$ cat src/rtl/ivt_timer3.sv
module ivt_timer3 #(
  parameter int ADDR_W = 3
) (
  input  logic              clk,
  input  logic              rst_n,
  input  logic [ADDR_W-1:0] bus_addr,
  input  logic              bus_wr,
  input  logic              bus_rd,
  input  logic [7:0]        bus_wdata,
  output logic [7:0]        bus_rdata,
  input  logic [2:0]        tick,
  input  logic [2:0]        gate,
  output logic [2:0]        irq
);
  localparam int NCH = 3;
  localparam int CW = 16;
  localparam int PW = CW + 1;
  localparam logic [ADDR_W-1:0] A_CTRL = ADDR_W'(3);
  localparam logic [ADDR_W-1:0] A_ACK  = ADDR_W'(4);

  logic [7:0]    ctrl [NCH];
  logic [CW-1:0] cnt  [NCH];
  logic [CW-1:0] div  [NCH];
  logic [CW-1:0] clat [NCH];
  logic [7:0]    slat [NCH];
  logic [PW-1:0] rem  [NCH];
  logic [NCH-1:0] armed, wtog, rtog, cpend, spend;
  logic [7:0] last_ctrl;
  logic [NCH-1:0] irq_q;

  logic [CW-1:0] ndiv [NCH];
  logic [PW-1:0] nper [NCH];
  logic [PW-1:0] cper [NCH];
  logic [NCH-1:0] wsel, dwr, narm, mw, rbs, rsel, run, tc;

  wire cw_wr  = bus_wr && bus_addr == A_CTRL;
  wire rb_cmd = cw_wr && bus_wdata[7:6] == 2'd3;
  wire ack_rd = bus_rd && bus_addr == A_ACK;

  function automatic logic [PW-1:0] period_of(input logic [CW-1:0] d, input logic [2:0] m);
    logic [PW-1:0] full;
    logic [PW-1:0] half;
    full = (d == '0) ? (PW'(1) << CW) : {1'b0, d};
    half = full >> 1;
    if (m == 3'd3) return (half == '0) ? PW'(1) : half;
    return full;
  endfunction

  always_comb begin
    for (int i = 0; i < NCH; i++) begin
      wsel[i] = bus_wr && bus_addr == ADDR_W'(i);
      dwr[i]  = wsel[i] && ctrl[i][5:4] != 2'd0;
      mw[i]   = cw_wr && bus_wdata[7:6] == 2'(i);
      rbs[i]  = rb_cmd && bus_wdata[i+1];
      rsel[i] = bus_rd && bus_addr == ADDR_W'(i);
      case (ctrl[i][5:4])
        2'd1:    ndiv[i] = {8'h00, bus_wdata};
        2'd2:    ndiv[i] = {bus_wdata, 8'h00};
        2'd3:    ndiv[i] = wtog[i] ? {bus_wdata, div[i][7:0]} : {div[i][15:8], bus_wdata};
        default: ndiv[i] = div[i];
      endcase
      narm[i] = ctrl[i][5:4] == 2'd1 || ctrl[i][5:4] == 2'd2 ||
                (ctrl[i][5:4] == 2'd3 && wtog[i]);
      nper[i] = period_of(ndiv[i], ctrl[i][3:1]);
      cper[i] = period_of(div[i], ctrl[i][3:1]);
      run[i]  = armed[i] && gate[i] && tick[i];
      tc[i]   = run[i] && rem[i] == PW'(1) && !mw[i] && !dwr[i];
    end
  end

  always_ff @(posedge clk) begin
    if (!rst_n) begin
      for (int i = 0; i < NCH; i++) begin
        ctrl[i] <= '0;
        cnt[i]  <= '0;
        div[i]  <= '0;
        clat[i] <= '0;
        slat[i] <= '0;
        rem[i]  <= PW'(1);
      end
      armed <= '0;
      wtog  <= '0;
      rtog  <= '0;
      cpend <= '0;
      spend <= '0;
      last_ctrl <= '0;
      irq_q <= '0;
    end else begin
      for (int i = 0; i < NCH; i++) begin
        if (mw[i]) begin
          ctrl[i]  <= bus_wdata;
          armed[i] <= 1'b0;
          wtog[i]  <= 1'b0;
          rtog[i]  <= 1'b0;
          cpend[i] <= 1'b0;
          spend[i] <= 1'b0;
          cnt[i]   <= '1;
          div[i]   <= '1;
        end else begin
          if (dwr[i]) begin
            div[i] <= ndiv[i];
            cnt[i] <= ndiv[i];
            if (ctrl[i][5:4] == 2'd3) wtog[i] <= ~wtog[i];
            if (narm[i]) begin
              armed[i] <= 1'b1;
              rem[i]   <= nper[i];
            end else begin
              armed[i] <= 1'b0;
            end
          end else if (run[i]) begin
            if (rem[i] == PW'(1)) begin
              rem[i] <= cper[i];
              cnt[i] <= '1;
            end else begin
              rem[i] <= rem[i] - PW'(1);
              cnt[i] <= cnt[i] - CW'(1);
            end
          end else if (armed[i] && !gate[i]) begin
            rem[i] <= cper[i];
          end

          if (rsel[i] && ctrl[i][5:4] == 2'd3) begin
            if (spend[i]) begin
              spend[i] <= 1'b0;
            end else begin
              rtog[i] <= ~rtog[i];
              if (cpend[i] && rtog[i]) cpend[i] <= 1'b0;
            end
          end

          if (rbs[i] && !bus_wdata[5] && !cpend[i]) begin
            clat[i]  <= cnt[i];
            cpend[i] <= 1'b1;
          end
          if (rbs[i] && !bus_wdata[4] && !spend[i]) begin
            slat[i]  <= ctrl[i];
            spend[i] <= 1'b1;
          end
        end
      end
      if (cw_wr && !rb_cmd) last_ctrl <= bus_wdata;
      irq_q <= (ack_rd ? '0 : irq_q) | tc;
    end
  end

  logic [1:0] ch;
  assign ch = bus_addr[1:0];

  always_comb begin
    bus_rdata = 8'h00;
    if (bus_addr < A_CTRL) begin
      case (ctrl[ch][5:4])
        2'd1: bus_rdata = cnt[ch][7:0];
        2'd2: bus_rdata = cnt[ch][15:8];
        2'd3: begin
          if (spend[ch])      bus_rdata = slat[ch];
          else if (cpend[ch]) bus_rdata = rtog[ch] ? clat[ch][15:8] : clat[ch][7:0];
          else                bus_rdata = rtog[ch] ? cnt[ch][15:8] : cnt[ch][7:0];
        end
        default: bus_rdata = 8'h00;
      endcase
    end else if (bus_addr == A_CTRL) begin
      bus_rdata = last_ctrl;
    end
  end

  assign irq = irq_q;
endmodule

$ cat config.mk
export PLATFORM = sky130hd
export DESIGN_NAME = ivt_timer3
export DESIGN_NICKNAME = d
export VERILOG_FILES = /design/src/rtl/ivt_timer3.sv
export SDC_FILE = /design/constraint.sdc
export NUM_CORES = 1
export LEC_CHECK = 0
export ABC_CLOCK_PERIOD_IN_PS = 9100
export CAP_MARGIN = 20
export CORE_MARGIN = 3
export CORE_UTILIZATION = 49
export CTS_BUF_LIST = sky130_fd_sc_hd__clkbuf_2 sky130_fd_sc_hd__clkbuf_4 sky130_fd_sc_hd__clkbuf_8
export CTS_CLUSTER_SIZE = 40
export DETAILED_ROUTE_END_ITERATION = 16
export DONT_BUFFER_PORTS = 1
export PLACE_DENSITY = 0.7
export RECOVER_POWER = 25
export SYNTH_ARGS = -nofsm -noshare
export SYNTH_HDL_FRONTEND = slang
export SYNTH_SLANG_ARGS = --single-unit
$ cat constraint.sdc
create_clock -name clk -period 9.1 [get_ports clk]
set_input_delay 0.91 -clock clk [delete_from_list [all_inputs] [get_ports clk]]
set_output_delay 0.91 -clock clk [all_outputs]
set_load 0.01 [all_outputs]
==> impl_metrics.yaml, run 1 <==
routing:
  vias_per_cell: 6.52
  drt_iter0_markers: 1696
  wl_met2_um: 22400
  wl_met1_um: 21000
  wl_um: 49800
  post_drt_wl_per_cell_um: 22.8
  drc: 0
  vias: 14200
  routed.top_layer: "met4"
  dr.pass1.iters: 6
  detail-route-antenna-nets: 0
  wl_met3_um: 4680
sta:
  whs_ns: 0.458
  rsz0062_at_grt: "false"
  fin_tns_setup_ns: 0
  setup_violations: 0
  maxSlewViolCount: 17
  worstMarginPinSlew_ns: 2.49
  maxSlewHeadroom_pct: -67.5
  max_freq_ghz: 0.228
  hold_viol: 0
  skew_ns: 0.0513
  fin_crit_sh_pct: 48.3
  fin_crit_ns: 4.39
global_route:
  antenna_found_initial: 0
  grt_pass1_wl_um: 77100
  grt_pass1_vias: 13200
  grt_max_degree: 96
  track_usage_pct: 27.1
  grt_overflow: 0
cells_and_area:
  syn2layout_area_growth_pct: 7.58
  nets: 1745
  drive_gt1_share_pct: 7.70
  final_area_mm2: 0.0179
  num_antenna_cells: 0
synth:
  yosysUniqueCellTypes: 70
  syn_nets: 1790
  ys_ff_latch: 269
  synth-async-reset-ratio_pct: 0
  netlist_area_mm2: 0.0166
  ys_warn_count: 0
  syn_avg_cell_area_um2: 9.50
  syn_inst: 1748
  yosysSeqAreaShare_pct: 47.1
  synth_edf_count: 243
  yosys_most_used_dff: "edfxtp_1"
critical_path:
  worstPathArrival_ns: 4.71
  path_cells: "nand4b_1 -> o31a_2 -> clkinvlp_2 -> or3_1 -> or4_1 -> and3_1 -> a2111oi_0 -> nor3_1"
  start_kind: "input pin"
  crit_fanout: 95
  crit_type: "in -> reg"
  crit_path_top_delay_cell: "or3_1"
  max_stage_delay_ns: 0.88
  crit_path_end_kind: "register"
  crit_required_ns: 9.42
cts:
  clk_path_buf_depth: 3
  post_cts_buffers: 0
  path_clk_slew_ns: 0.06
  cts-htree-levels: 2
  clk_latency_ns: 0.61
  ctsRootBufferMaster: "clkbuf_8"
  cts_tree: "built"
  ctsResizeCount: 0
  cts.sinks: 269
  hold_buffers: 0
  cts_buffers: 47
place:
  dpl_cell_area_mm2: 0.0169
  place_congestion: 0.884
  port_buffers: 0
  place_hpwl_um: 34800
job:
  cap_violations: 1
pwr:
  peakVddDrop_v: 0.0000937
  p_leak_uw: 0.00657
  power_density_mw_per_mm2: 165
floorplan:
  boundaryPins: 32
  die_area_mm2: 0.0361
  rows: 66
  fp.dieH_um: 190
  die_x_um: 190
  initial_core_util_pct: 50.4
  fp.coreArea_mm2: 0.0329
min_path:
  hold_path_class: "reg -> reg"
outcome:
  status: "finished with violations"
  failed_checks: "max-capacitance violations, max-slew violations"
layer usage:
layer	vias to the layer above	track usage [%]
li1	6484	-
met1	6821	38.9
met2	793	42.1
met3	129	4.42
met4	0	8.73
met5	-	0
synthesized netlist by cell type, types with 11 or more instances:
cell,instances,area share [%]
and2_1,67,2.5
nand2_1,195,4.4
nand3_1,36,1.1
a22o_1,41,2.2
edfxtp_1,243,44
inv_1,37,0.84
nor3_1,58,1.7
a21oi_1,107,3.2
o21ai_0,81,2.4
o221ai_1,11,0.58
o22ai_1,13,0.49
xor2_1,47,2.5
a31oi_1,20,0.75
a211oi_1,44,2.0
o31ai_1,17,0.77
nor2b_1,27,1.0
nand2b_1,17,0.64
and3_1,16,0.60
a221oi_1,20,1.1
a22oi_1,30,1.4
nor2_1,170,3.8
ha_1,21,1.6
xnor2_1,39,2.1
dfxtp_1,26,3.1
or4_1,11,0.50
nor4_1,35,1.3
mux2i_1,61,3.7
a221o_1,14,0.84
or3_1,23,0.87
clkbuf_1,100,2.3
layout by cell type, fill, tap and decap left out, types with 36 or more instances in the layout:
cell,instances
edfxtp_1,243
nand2_1,195
nor2_1,167
a21oi_1,107
o21ai_0,81
and2_1,67
mux2i_1,61
nor3_1,57
clkbuf_8,53
xor2_1,47
a211oi_1,44
a22o_1,41
xnor2_1,39
inv_1,38
nand3_1,36
power breakdown:
| part | switching, uW | internal [uW] |
|---|---|---|
| clock | 532 | 613 |
| sequential | 69.1 | 1410 |
| combinational | 208 | 119 |
| total | 809 | 2150 |
sequential cells by signal, indices dropped and copies added (netlist names), 8 cells and up:
name       cells
rem           51
clat          48
cnt           48
div           48
ctrl          24
slat          24
last_ctrl      8
worst max-delay path: cells and delay by family:
kind / cells / cell delay [ns]
buffers and inverters: 1 / 0.66
and+or+nand+nor: 5 / 2.41
AOI/OAI and AO/OA: 2 / 0.72
cell families (layout without fill, tap and decap cells):
kind of cell             after synthesis  after routing  share of synthesized area, %
AND/OR/NAND/NOR                      698            698                          20.7
AO/OA/AOI/OAI                        454            454                          18.7
flip-flops                           269            269                          47.1
buffers and inverters                156            149                          3.60
XOR/XNOR                              86             86                          4.54
multiplexers                          64             64                          3.88
adder cells (fa/ha/maj)               21             21                          1.58
stage by stage:
step                      cells  setup slack (ns)  util, %  power [uW]
after global routing       2183              4.51     54.2        3060
after floorplan            1748              5.20        -        1730
after CTS                  2179              5.07     54.2        2950
after detailed placement   2092              4.94     51.3        1820
final                      2183              4.71     54.2        2960
after global placement     2091              5.04     51.3        1820
final cells by class:
cell class	count	area (um^2)
inverter	39	148
fill	2950	15100
sequential	269	7820
clock buffer	71	865
multi-input combinational	1323	8210
clock inverter	16	97.6
timing repair buffer	23	178
tap	442	553
path summary, 6_finish.rpt:
path	from	endpoint	slack, ns	cells past startpoint
worst min register to register	cpend[1]	cpend[1]	0.46	2
worst max-delay path	bus_addr[1]	rem[0][11]	4.71	8
worst min-delay path	cpend[1]	cpend[1]	0.46	2
worst max register to register	ctrl[0][4]	rem[0][11]	5.25	9
Note: power is estimated with default switching activity, not from simulation.
==> run 2, diff against run 1 <==
Settings changed: ABC_AREA from default to 1, ABC_CLOCK_PERIOD_IN_PS 9100 to 3800, PLACE_DENSITY 0.7 to 0.72.
Clock period 9.1 ns to 3.8 ns, I/O delays scaled along.
==> impl_metrics.yaml, run 2 <==
cells_and_area:
  largest_register_ffs: 51
  syn2layout_area_growth_pct: 7.18
  final_common_cell: "nand2_1"
  num_antenna_cells: 0
  drive_gt1_share_pct: 6.10
  layout_common_cells: "651 x nand2_1, 319 x inv_1, 260 x nor2_1"
  nets: 2431
  fin_cells: 2887
  top_register: "rem"
pwr:
  p_leak_uw: 0.00851
  power_density_mw_per_mm2: 378
  power.total_uw: 7210
  peakVddDrop_v: 0.000465
  p_int_uw: 5080
  p_sw_share_pct: 29.6
  clkPwrFrac_pct: 37.5
  comb_power_share_pct: 13.6
  p_seq_share_pct: 48.9
  p_sw_uw: 2130
global_route:
  track_usage_pct: 29.2
  grtUsageMet3_pct: 6.99
  gr-usage-met1_pct: 42.0
  use_met2_pct: 43.3
  grt.busiest_layer: "met2"
  grt_max_degree: 49
  grt_pass1_wl_um: 88200
  grt_pass1_vias: 15500
  grt_overflow: 0
  antenna_found_initial: 0
job:
  cap_violations: 0
place:
  port_buffers: 0
  place_congestion: 1.01
  place_hpwl_um: 42900
  dp_worst_setup_slack_ns: 0.559
  place_inst: 2791
sta:
  max_freq_ghz: 0.292
  fin_ws_ns: 0.380
  maxSlewViolCount: 0
  skew_ns: 0.0313
  whs_ns: 0.0286
  fin_crit_sh_pct: 90.0
  rsz0062_at_grt: "false"
  hold_viol: 0
  fin_crit_ns: 3.42
  fin_tns_setup_ns: 0
  setup_violations: 0
  worstMarginPinSlew_ns: 0.997
  maxSlewHeadroom_pct: 33.1
critical_path:
  crit_type: "in -> reg"
  reg2reg_setup_slack_ns: 0.39
  max_stage_delay_ns: 0.96
  ff2ff_path_depth: 13
  crit_required_ns: 4.15
  r2r-end: "rem[1][11]"
  worstPathArrival_ns: 3.77
  start_kind: "input pin"
  crit_path_end_kind: "register"
  crit_path_top_delay_cell: "dlygate4sd3_1"
  crit_fanout: 19
  path_cells: "dlygate4sd3_1 -> nand2_1 -> nor2_2 -> nand2_2 -> nor2_2 -> inv_1 -> a21oi_1 -> o21ai_0 -> nand2_1 -> a21oi_1"
  timing.rr.start: "ctrl[1][5]"
cts:
  cts_buffers: 47
  ctsRootBufferMaster: "clkbuf_8"
  ctsResizeCount: 0
  path_clk_slew_ns: 0.06
  clk_latency_ns: 0.64
  clk_path_buf_depth: 3
  cts_tree: "built"
  cts.sinks: 269
  cts-htree-levels: 2
floorplan:
  rows: 69
  initial_core_util_pct: 49.9
  boundaryPins: 32
  fp.dieH_um: 197
  die_area_mm2: 0.0386
  die_x_um: 197
  fp.coreArea_mm2: 0.0357
routing:
  dr.pass1.iters: 6
  drc: 0
  detail-route-antenna-nets: 0
  vias_per_cell: 5.76
  post_drt_wl_per_cell_um: 19.8
  vias: 16600
  drt_iter0_markers: 2121
  wl_um: 57200
synth:
  synth_area_leader_cell: "edfxtp_1"
  netlist_area_mm2: 0.0178
  synth-async-reset-ratio_pct: 0
  syn_nets: 2439
  yosysSeqAreaShare_pct: 43.9
  synthTopCellsByCount: "648 x nand2_1, 317 x inv_1, 263 x nor2_1"
  synth.top_cell.area_share_pct: 41.0
  ys_warn_count: 0
  synth_edf_count: 243
  synth_most_common_cell: "nand2_1"
  yosysUniqueCellTypes: 52
  ys_ff_latch: 269
  syn_inst: 2397
  yosys_most_used_dff: "edfxtp_1"
  syn_avg_cell_area_um2: 7.42
  synth_area_leaders: "edfxtp_1 41%, nand2_1 14%, inv_1 6.7%"
min_path:
  whs_path_depth: 4
  hold_path_class: "in -> reg"
  hold_start: "bus_addr[2]"
  whs_endpoint: "spend[1]"
outcome:
  status: "complete, no violations"
run 2: layout make-up:
type | instances | area (um^2)
fill | 3433 | 16600
multi-input combinational | 1706 | 8240
sequential | 269 | 7820
inverter | 333 | 1250
clock buffer | 64 | 787
tap | 461 | 577
timing repair buffer | 32 | 258
clock inverter | 22 | 136
run 2: worst max path at each step:
stage,startpoint,endpoint,slack (ns),cells after the start
2_1_floorplan,bus_addr[1],rem[2][0],1.40,12
3_3_place_gp,ctrl[1][4],rem[1][11],0.73,13
3_5_place_dp,ctrl[1][4],rem[1][11],0.56,13
4_1_cts,ctrl[1][4],rem[1][11],0.54,13
5_1_grt,ctrl[1][4],rem[1][11],0.18,13
6_report,rst_n,rem[1][11],0.38,10
run 2: cells by family after synthesis:
logic type	share of synthesized area [%]
flops	43.9
xor+xnor	2.61
simple gates	29.1
fa+ha+maj	1.48
compound gates	13.4
buf+inv	9.44
run 2: metrics by stage:
stage                     utilization, %  instance area (um^2)
after floorplan                        -                 17800
after global placement              50.9                 18100
after detailed placement            50.9                 18100
after CTS                           53.7                 19200
after global routing                53.5                 19100
final                               53.5                 19100
run 2: worst max-delay path: cells and delay by family:
family                 cells  cell delay, ns
AOI/OAI and AO/OA          3            0.42
buffers and inverters      2            1.43
and+or+nand+nor            5            1.53
run 2: repair_timing:
| action | 4_1_cts | 5_1_grt |
|---|---|---|
| setup buffers | 0 | 0 |
| hold buffers | 10 | 0 |
| hold endpoints to repair | 18 | 0 |
| setup endpoints to repair | 0 | 0 |
run 2: per-layer routing:
layer / vias to the layer above / part of all wire [%]
met3: 119 / 11
met5: - / 0
met4: 0 / 3.2
li1: 7947 / -
met1: 7772 / 43
met2: 795 / 43
run 2: power groups by stage:
stage               Sequential (uW)  Clock, uW  Combinational, uW
global route                   3540       2880               1090
floorplan                      3520          0                698
global placement               3580          0                936
finish                         3530       2710                978
detailed placement             3580          0                944
CTS                            3520       2760                965
==> run 3, diff against run 2 <==
Settings changed: CTS_BUF_LIST sky130_fd_sc_hd__clkbuf_2 sky130_fd_sc_hd__clkbuf_4 sky130_fd_sc_hd__clkbuf_8 to sky130_fd_sc_hd__clkbuf_4 sky130_fd_sc_hd__clkbuf_8 sky130_fd_sc_hd__clkbuf_16.
==> impl_metrics.yaml, run 3 (synthesized netlist as in run 2, its figures left out) <==
cts:
  cts_tree: "built"
  hold_buffers: 7
  cts_buffers: 31
  path_clk_slew_ns: 0.06
  cts-htree-levels: 1
  ctsRootBufferMaster: "clkbuf_16"
  ctsResizeCount: 0
  post_cts_buffers: 0
  cts.sinks: 269
  clk_path_buf_depth: 3
  clk_latency_ns: 0.60
critical_path:
  r2r-end: "rem[1][11]"
  ff2ff_path_depth: 13
  crit_end: "rem[1][11]"
  crit_family: "simple AND/OR/NAND/NOR gates"
  crit_start: "ctrl[1][4]"
  path_depth: 13
  timing.rr.start: "ctrl[1][4]"
  start_kind: "register"
  crit_fanout: 16
  crit_path_top_delay_cell: "nor2_2"
  crit_top_cell: "inv_1"
  path_cells: "inv_1 -> ha_1 -> inv_1 -> nand3_4 -> nand2_1 -> nor2_2 -> nand2_2 -> nor2_2 -> inv_1 -> a21oi_1 -> o21ai_0 -> nand2_1 -> a21oi_1"
  reg2reg_setup_slack_ns: 0.44
  path_buf_inv: 3
  max_stage_delay_ns: 0.50
  crit_path_end_kind: "register"
  worstPathArrival_ns: 3.69
  crit_required_ns: 4.13
  crit_type: "reg -> reg"
sta:
  worstMarginPinSlew_ns: 0.990
  fin_ws_ns: 0.440
  hold_viol: 0
  rsz0062_at_grt: "false"
  fin_crit_sh_pct: 88.4
  fin_crit_ns: 3.36
  setup_violations: 0
  maxSlewViolCount: 0
  max_freq_ghz: 0.298
  skew_ns: 0.0127
  maxSlewHeadroom_pct: 34.0
  fin_tns_setup_ns: 0
cells_and_area:
  top_register: "rem"
  final_util_pct: 53.9
  layout_common_cells: "651 x nand2_1, 319 x inv_1, 260 x nor2_1"
  syn2layout_area_growth_pct: 7.98
  final_common_cell: "nand2_1"
  num_antenna_cells: 0
  nets: 2412
  largest_register_ffs: 51
  drive_gt1_share_pct: 5.26
global_route:
  grt_pass1_wl_um: 87700
  antenna_found_initial: 0
  grt_pass1_vias: 15400
  track_usage_pct: 28.8
  grt_max_degree: 49
  grt_overflow: 0
pwr:
  power_density_mw_per_mm2: 401
  comb_power_share_pct: 12.7
  clkPwrFrac_pct: 41.6
  peakVddDrop_v: 0.000387
  p_leak_uw: 0.00853
  p_sw_uw: 2120
  p_int_uw: 5590
  p_seq_share_pct: 45.8
  power.total_uw: 7710
  p_sw_share_pct: 27.5
outcome:
  status: "complete, no violations"
routing:
  drc: 0
  vias: 16700
  vias_per_cell: 5.83
  detail-route-antenna-nets: 0
  dr.pass1.iters: 6
  post_drt_wl_per_cell_um: 19.9
  drt_iter0_markers: 1940
  wl_um: 56800
place:
  dp_worst_setup_slack_ns: 0.559
  port_buffers: 0
  place_hpwl_um: 42900
  place_congestion: 1.01
job:
  cap_violations: 0
floorplan:
  fp.coreArea_mm2: 0.0357
  rows: 69
  boundaryPins: 32
  initial_core_util_pct: 49.9
  fp.dieH_um: 197
  die_x_um: 197
  die_area_mm2: 0.0386
min_path:
  hold_path_class: "in -> reg"
-- run 3: cell count changes in the layout (fill, tap and decap cells not counted), sizes merged --
cell         change
clkbuf          -25
clkinv           -9
bufinv           +4
clkinvlp         +4
dlygate4sd3      -3
inv              -2
-- run 3: worst min path at each step --
stage | start | to | slack, ns | cells past startpoint
after floorplan | cpend[0] | cpend[0] | 0.44 | 2
after global placement | last_ctrl[1] | last_ctrl[1] | 0.46 | 2
after detailed placement | cpend[0] | cpend[0] | 0.46 | 2
after CTS | rst_n | spend[0] | 0.005 | 2
after global routing | rst_n | spend[0] | 0.04 | 2
final | rst_n | spend[0] | 0.03 | 2
-- run 3: area by class of cell --
cell class	count	area, um^2
Inverter	333	1250
Clock inverter	19	239
Multi-Input combinational cell	1706	8250
Timing Repair Buffer	29	229
Clock buffer	39	855
Sequential cell	269	7820
Fill cell	3376	16400
Tap cell	461	577
-- run 3: metal layers --
| layer | share of wire (%) | track usage [%] |
|---|---|---|
| met1 | 44 | 42.4 |
| met4 | 3.0 | 8.18 |
| met5 | 0 | 0 |
| met2 | 43 | 43.2 |
| met3 | 10 | 6.12 |
-- run 3: worst reg2reg max path, stage by stage, from the launching register on --
cell      delay (ns)
edfxtp_1        0.45
inv_1           0.15
ha_1            0.30
inv_1           0.21
nand3_4         0.16
nand2_1         0.09
nor2_2          0.19
nand2_2         0.10
nor2_2          0.50
inv_1           0.48
a21oi_1         0.23
o21ai_0         0.10
nand2_1         0.07
a21oi_1         0.06
-- run 3: power groups by stage --
stage | logic [uW] | clock network, uW | registers (uW)
2_1_floorplan | 698 | 0 | 3520
3_3_place_gp | 936 | 0 | 3580
3_5_place_dp | 944 | 0 | 3580
4_1_cts | 960 | 3240 | 3520
5_1_grt | 1080 | 3350 | 3540
6_report | 976 | 3210 | 3530
-- run 3: stage by stage --
stage | hold slack, ns | cells | area (um^2)
after floorplan | 0.435 | 2397 | 17800
after detailed placement | 0.463 | 2791 | 18100
final | 0.0303 | 2856 | 19200
after global placement | 0.458 | 2791 | 18100
after global routing | 0.0370 | 2856 | 19200
after CTS | 0.00511 | 2856 | 19300
